[config.mk]
export PLATFORM = sky130hd
export DESIGN_NAME = clksel_fallback_ctrl
export DESIGN_NICKNAME = d
export VERILOG_FILES = /design/src/rtl/clksel_pkg.sv /design/src/rtl/status_sync.sv /design/src/rtl/flag_bank.sv /design/src/rtl/mode_ctrl.sv /design/src/rtl/clksel_fallback_ctrl.sv
export SDC_FILE = /design/constraint.sdc
export NUM_CORES = 1
export LEC_CHECK = 0
export ABC_AREA = 1
export BUFFER_PORTS_ARGS = -buffer_cell sky130_fd_sc_hd__buf_2
export CORE_AREA = 2 2 39 41
export CTS_BUF_LIST = sky130_fd_sc_hd__clkbuf_4 sky130_fd_sc_hd__clkbuf_8
export CTS_CLUSTER_DIAMETER = 80
export DETAILED_ROUTE_END_ITERATION = 16
export DIE_AREA = 0 0 41 43
export GPL_ROUTABILITY_DRIVEN = 0
export GPL_TIMING_DRIVEN = 0
export PLACE_DENSITY = 0.67
export SLEW_MARGIN = 15
export SYNTH_ARGS = -nofsm -noshare
export SYNTH_HDL_FRONTEND = slang
export SYNTH_SLANG_ARGS = --single-unit
export TNS_END_PERCENT = 100
[constraint.sdc]
create_clock -name clk -period 2.2 [get_ports clk]
set_clock_uncertainty 0.2 [all_clocks]
set_input_delay 0.22 -clock clk [delete_from_list [all_inputs] [get_ports clk]]
set_output_delay 0.22 -clock clk [all_outputs]
set_load 0.01 [all_outputs]
[src/rtl/clksel_pkg.sv]
package clksel_pkg;
   localparam int FLAG_LOCK = 0;
   localparam int FLAG_OSC  = 1;
   localparam int NFLAGS    = 2;
   typedef logic [NFLAGS-1:0] flag_vec_t;
endpackage

[src/rtl/status_sync.sv]
module status_sync #(
   parameter int WIDTH  = 2,
   parameter int STAGES = 2
) (
   input  logic             clk,
   input  logic             rst_n,
   input  logic [WIDTH-1:0] d_async,
   output logic [WIDTH-1:0] q_sync
);
   if (STAGES < 2) begin : g_bad_stages
      $error("status_sync: STAGES must be at least 2");
   end

   logic [WIDTH-1:0] chain [STAGES];

   for (genvar s = 0; s < STAGES; s++) begin : g_stage
      if (s == 0) begin : g_first
         always_ff @(posedge clk or negedge rst_n)
            if (!rst_n) chain[s] <= '0;
            else        chain[s] <= d_async;
      end else begin : g_next
         always_ff @(posedge clk or negedge rst_n)
            if (!rst_n) chain[s] <= '0;
            else        chain[s] <= chain[s-1];
      end
   end

   assign q_sync = chain[STAGES-1];
endmodule

[src/rtl/flag_bank.sv]
module flag_bank #(
   parameter int N = 2
) (
   input  logic         clk,
   input  logic         rst_n,
   input  logic [N-1:0] evt,
   input  logic         clr_stb,
   input  logic [N-1:0] clr_mask,
   input  logic         ien_wr,
   input  logic [N-1:0] ien_data,
   output logic [N-1:0] flags,
   output logic [N-1:0] ien,
   output logic         irq
);
   if (N < 1) begin : g_bad_n
      $error("flag_bank: N must be positive");
   end

   for (genvar i = 0; i < N; i++) begin : g_bit
      always_ff @(posedge clk or negedge rst_n)
         if (!rst_n)                      flags[i] <= 1'b0;
         else if (evt[i])                 flags[i] <= 1'b1;
         else if (clr_stb && clr_mask[i]) flags[i] <= 1'b0;

      always_ff @(posedge clk or negedge rst_n)
         if (!rst_n)      ien[i] <= 1'b0;
         else if (ien_wr) ien[i] <= ien_data[i];
   end

   assign irq = |(flags & ien);
endmodule

[src/rtl/mode_ctrl.sv]
module mode_ctrl (
   input  logic clk,
   input  logic rst_n,
   input  logic wr,
   input  logic wr_osc_en,
   input  logic wr_pll_sel,
   input  logic osc_valid,
   output logic osc_en,
   output logic pll_sel
);
   always_ff @(posedge clk or negedge rst_n)
      if (!rst_n)  osc_en <= 1'b0;
      else if (wr) osc_en <= wr_osc_en;

   always_ff @(posedge clk or negedge rst_n)
      if (!rst_n)          pll_sel <= 1'b1;
      else if (!osc_valid) pll_sel <= 1'b1;
      else if (wr)         pll_sel <= wr_pll_sel;
endmodule

[src/rtl/clksel_fallback_ctrl.sv]
module clksel_fallback_ctrl
   import clksel_pkg::*;
#(
   parameter int SYNC_STAGES = 2
) (
   input  logic              clk,
   input  logic              rst_n,
   input  logic              lock_async,
   input  logic              osc_async,
   input  logic              ctl_wr,
   input  logic              ctl_osc_en,
   input  logic              ctl_pll_sel,
   input  logic              flg_clr,
   input  logic [NFLAGS-1:0] flg_clr_mask,
   input  logic              ien_wr,
   input  logic [NFLAGS-1:0] ien_data,
   output logic              osc_enable,
   output logic              bus_from_pll,
   output logic              pll_div4,
   output logic              can_osc_gate,
   output logic              lock_sts,
   output logic              osc_sts,
   output logic [NFLAGS-1:0] flags,
   output logic [NFLAGS-1:0] irq_en,
   output logic              irq
);
   logic [1:0] raw_sync;
   logic       lock_s, oscin_s, osc_valid, osc_en_q, pll_sel_q;
   logic       lock_prev, valid_prev;
   flag_vec_t  evt;

   status_sync #(.WIDTH(2), .STAGES(SYNC_STAGES)) i_sync (
      .clk     (clk),
      .rst_n   (rst_n),
      .d_async ({osc_async, lock_async}),
      .q_sync  (raw_sync)
   );

   assign lock_s    = raw_sync[0];
   assign oscin_s   = raw_sync[1];
   assign osc_valid = osc_en_q & lock_s & oscin_s;

   mode_ctrl i_mode (
      .clk        (clk),
      .rst_n      (rst_n),
      .wr         (ctl_wr),
      .wr_osc_en  (ctl_osc_en),
      .wr_pll_sel (ctl_pll_sel),
      .osc_valid  (osc_valid),
      .osc_en     (osc_en_q),
      .pll_sel    (pll_sel_q)
   );

   always_ff @(posedge clk or negedge rst_n)
      if (!rst_n) begin
         lock_prev  <= 1'b0;
         valid_prev <= 1'b0;
      end else begin
         lock_prev  <= lock_s;
         valid_prev <= osc_valid;
      end

   always_comb begin
      evt            = '0;
      evt[FLAG_LOCK] = lock_s ^ lock_prev;
      evt[FLAG_OSC]  = osc_valid ^ valid_prev;
   end

   flag_bank #(.N(NFLAGS)) i_flags (
      .clk      (clk),
      .rst_n    (rst_n),
      .evt      (evt),
      .clr_stb  (flg_clr),
      .clr_mask (flg_clr_mask),
      .ien_wr   (ien_wr),
      .ien_data (ien_data),
      .flags    (flags),
      .ien      (irq_en),
      .irq      (irq)
   );

   assign osc_enable   = osc_en_q;
   assign bus_from_pll = pll_sel_q | ~osc_valid;
   assign pll_div4     = ~osc_valid;
   assign can_osc_gate = osc_valid;
   assign lock_sts     = lock_s;
   assign osc_sts      = osc_valid;
endmodule

==> summary.md <==
| Metric | Value |
|---|---|
| Status | `complete, no violations` |
| CTS Buffer Depth | `2` |
| Fin nets | `93` |
| Remaining DRCs | `0` |
| Die W | `41 um` |
| Ranking of synthesized cells by area | `dfrtp_1 63%, nand2_1 12%, dfstp_2 6.0%` |
| XOR/XNOR Fraction of Synth Area | `1.99%` |
| Fin util | `51.4%` |
| I/O pins | `24` |
| WP data required | `2140 ps` |
| Pwr per Cell Area | `693 nW/um^2` |
| Post-synthesis register bit count | `12` |
| CP max-delay cell | `dlygate4sd3_1` |
| Max_cap viols | `0` |
| Crit path capture | `i_flags.ien[0]` |
| Pins over their slew limit | `0` |
| Clk slew on worst S/H paths | `70 ps` |
| Post-synth top area cell | `dfrtp_1` |
| Buf/Inv on CP | `3` |
| Critical path's largest stage delay | `570 ps` |
| Number of fill cells | `121` |
| Total Neg Setup Slack | `0 ps` |
| Critical path startpoint | `ien_data[0]` |
| Post-Layout Cell Count | `95` |
| CP arrival | `1560 ps` |
| Slew of the pin with the lowest slew margin | `256 ps` |
| Vias in the first global route | `369` |
| Setup crit end kind | `flip-flop` |
| Pre-Repair DR Iteration Count | `3` |
| R2R Setup Slk | `800 ps` |
| Hold Slack | `20.6 ps` |
| N_diodes | `0` |
| Leakage | `0.377 nW` |
| Setup violators final | `0` |
| DR vias/cell | `3.97` |
| Setup Crit Path Kind | `primary input to flip-flop` |
| Most used cell, CP | `dlygate4sd3_1` |
| IO buf count | `23` |
| Detailed-route wire length | `849 um` |
| Hold Path Class | `primary input to flip-flop` |
| Ys Warns | `0` |
| # Post-CTS Setup Buffers | `0` |
| Sequential share of the synthesized area | `68.5%` |
| Cell count after synthesis | `42` |
| RSZ-0062 raised after global routing | `false` |
| Antenna violations before repair | `0` |
| Adder-cell area share of the yosys netlist | `0%` |
| Mapped Area | `440 um^2` |
| Initial Utilization | `31.8%` |
| Fraction of layout instances using a drive strength above 1 | `38.0%` |
| FF-to-FF Start | `i_mode.osc_en` |
| Synth Area in Compound Gates | `4.55%` |
| Clock sinks | `12` |
| Mux share of post-synthesis cell area | `0%` |
| Net count of the mapped netlist | `55` |
| Final Hold Violating Endpoints | `0` |
| Top delay family on crit path | `buffers and inverters` |
| Total number of vias | `377` |
| Largest family of logic cells by synthesized area | `simple AND/OR/NAND/NOR gates` |
| Post-Synth Simple-Gate Area | `18.2%` |
| Synthesized area per cell | `10.5 um^2` |
| HPWL after detailed placement | `595 um` |
| Slew HR | `82.9%` |
| Cell count after placement | `81` |
| Clock Tree Root | `clkbuf_4` |
| Site Rows | `14` |
| Die Height | `43 um` |
| Critical Path Start Type | `primary input` |
| Unique masters post-synth | `11` |
| R2R depth | `3` |
| Maximum vdd drop | `382 uV` |
| Num CTS Buffers | `3` |
| Crit path time final | `1620 ps` |
| Clock insertion delay at the later pin of the skew report | `260 ps` |
| Ratio of final minimum period to clock period | `73.6%` |
| Hold_sp | `ctl_wr` |
| Number of routed nets with antenna violations | `0` |
| Top-area cell type share of the netlist area | `62.5%` |
| Crit path cell chain | `dlygate4sd3_1 -> buf_2 -> nand2_1 -> o21ai_0 -> dlygate4sd3_1` |
| CP max FO | `1` |
| Total die area | `1760 um^2` |
| H-tree levels | `1` |
| Reg2reg end | `i_mode.osc_en` |
| FMAX | `618 MHz` |
| CP Depth | `5` |
| Synthesis-to-layout area growth | `61.6%` |
| Placeable core area | `1380 um^2` |
| Wire per inst | `8.94 um` |
| First-pass GRT wire length | `1330 um` |
| Largest net degree at the start of global routing | `13` |
| Drt initial violations | `4` |
| CTS tree | `built` |
| Gr usage total | `11.2%` |
| Overflow after GRT | `0` |
[cells in the mapped netlist]
cell and number:
nand2_1 14, dfrtp_1 11, inv_1 6, o21ai_0 4, buf_4 1, dfstp_2 1, nand3_1 1, nand3_2 1
nand4_1 1, or2_1 1, xnor2_1 1
[through the flow]
| step | power [mW] | instance area (um^2) | setup WS (ps) |
|---|---|---|---|
| after floorplan | 0.278 | 440 | 890 |
| after global placement | 0.312 | 576 | 903 |
| after detailed placement | 0.314 | 576 | 877 |
| after CTS | 0.502 | 712 | 578 |
| after global routing | 0.524 | 712 | 497 |
| final | 0.494 | 712 | 581 |
[worst min path at each step]
stage	endpoint	slack, ps	cells past startpoint
after detailed placement	i_flags.flags[0]	-90	1
after CTS	i_mode.pll_sel	10	4
after global placement	i_flags.flags[0]	-100	1
after floorplan	i_flags.flags[0]	-280	0
final	i_mode.pll_sel	20	4
after global routing	i_flags.flags[0]	30	4
[cells by family after synthesis]
| kind of cell | count (synthesis) |
|---|---|
| AOI/OAI and AO/OA | 4 |
| xor gates and xnor gates | 1 |
| and+or+nand+nor | 18 |
| buffers and inverters | 7 |
| DFF | 12 |
[per-layer routing]
metal  global-route usage, %  vias to the layer above  share of wire [%]
met5                       0                        -                  0
met4                    6.00                        0                  0
met3                    3.14                        0                9.5
met2                    17.2                       21                 45
met1                    13.7                      153                 46
li1                        -                      203                  -
[cell usage in the layout (no fill, tap or decap)]
cell type      instances
buf_2                 23
buf_4                  1
clkbuf_4               3
clkbuf_8               1
dfrtp_1               11
dfstp_2                1
dlygate4sd3_1         10
inv_1                  6
nand2_1               14
nand3_1                1
nand3_2                1
nand4_1                1
o21ai_0                4
or2_1                  1
xnor2_1                1
[repair_timing]
item,CTS,global route
resized for setup,0,0
endpoints found under the setup margin,0,0
hold buffers,10,0
endpoints found under the hold margin,18,0
[sequential cells by signal, indices dropped and copies added, names as in the netlist]
signal and flops:
valid_prev 1, i_flags.ien 2, i_mode.osc_en 1, i_sync.q_sync 2, i_sync.chain 2, lock_prev 1
i_flags.flags 2, i_mode.pll_sel 1
[cell type report]
| class | instances | area [um^2] | share of cell area (%) |
|---|---|---|---|
| Sequential cell | 12 | 302 | 42.4 |
| Timing Repair Buffer | 33 | 215 | 30.2 |
| Multi-Input combinational cell | 23 | 109 | 15.3 |
| Clock buffer | 4 | 36.3 | 5.10 |
| Inverter | 6 | 22.5 | 3.16 |
| Tap cell | 16 | 20.0 | 2.81 |
| Buffer | 1 | 7.51 | 1.05 |
[worst reg2reg max path, stage by stage, from the launching register on]
cell and delay, ps:
dfrtp_1 420, inv_1 60, o21ai_0 50, dlygate4sd3_1 550
[report_power, final]
part           switching, mW  internal (mW)
clock                 0.0680          0.100
sequential            0.0110          0.237
combinational         0.0348         0.0427
total                  0.114          0.380
(Power assumes the default switching activity.)
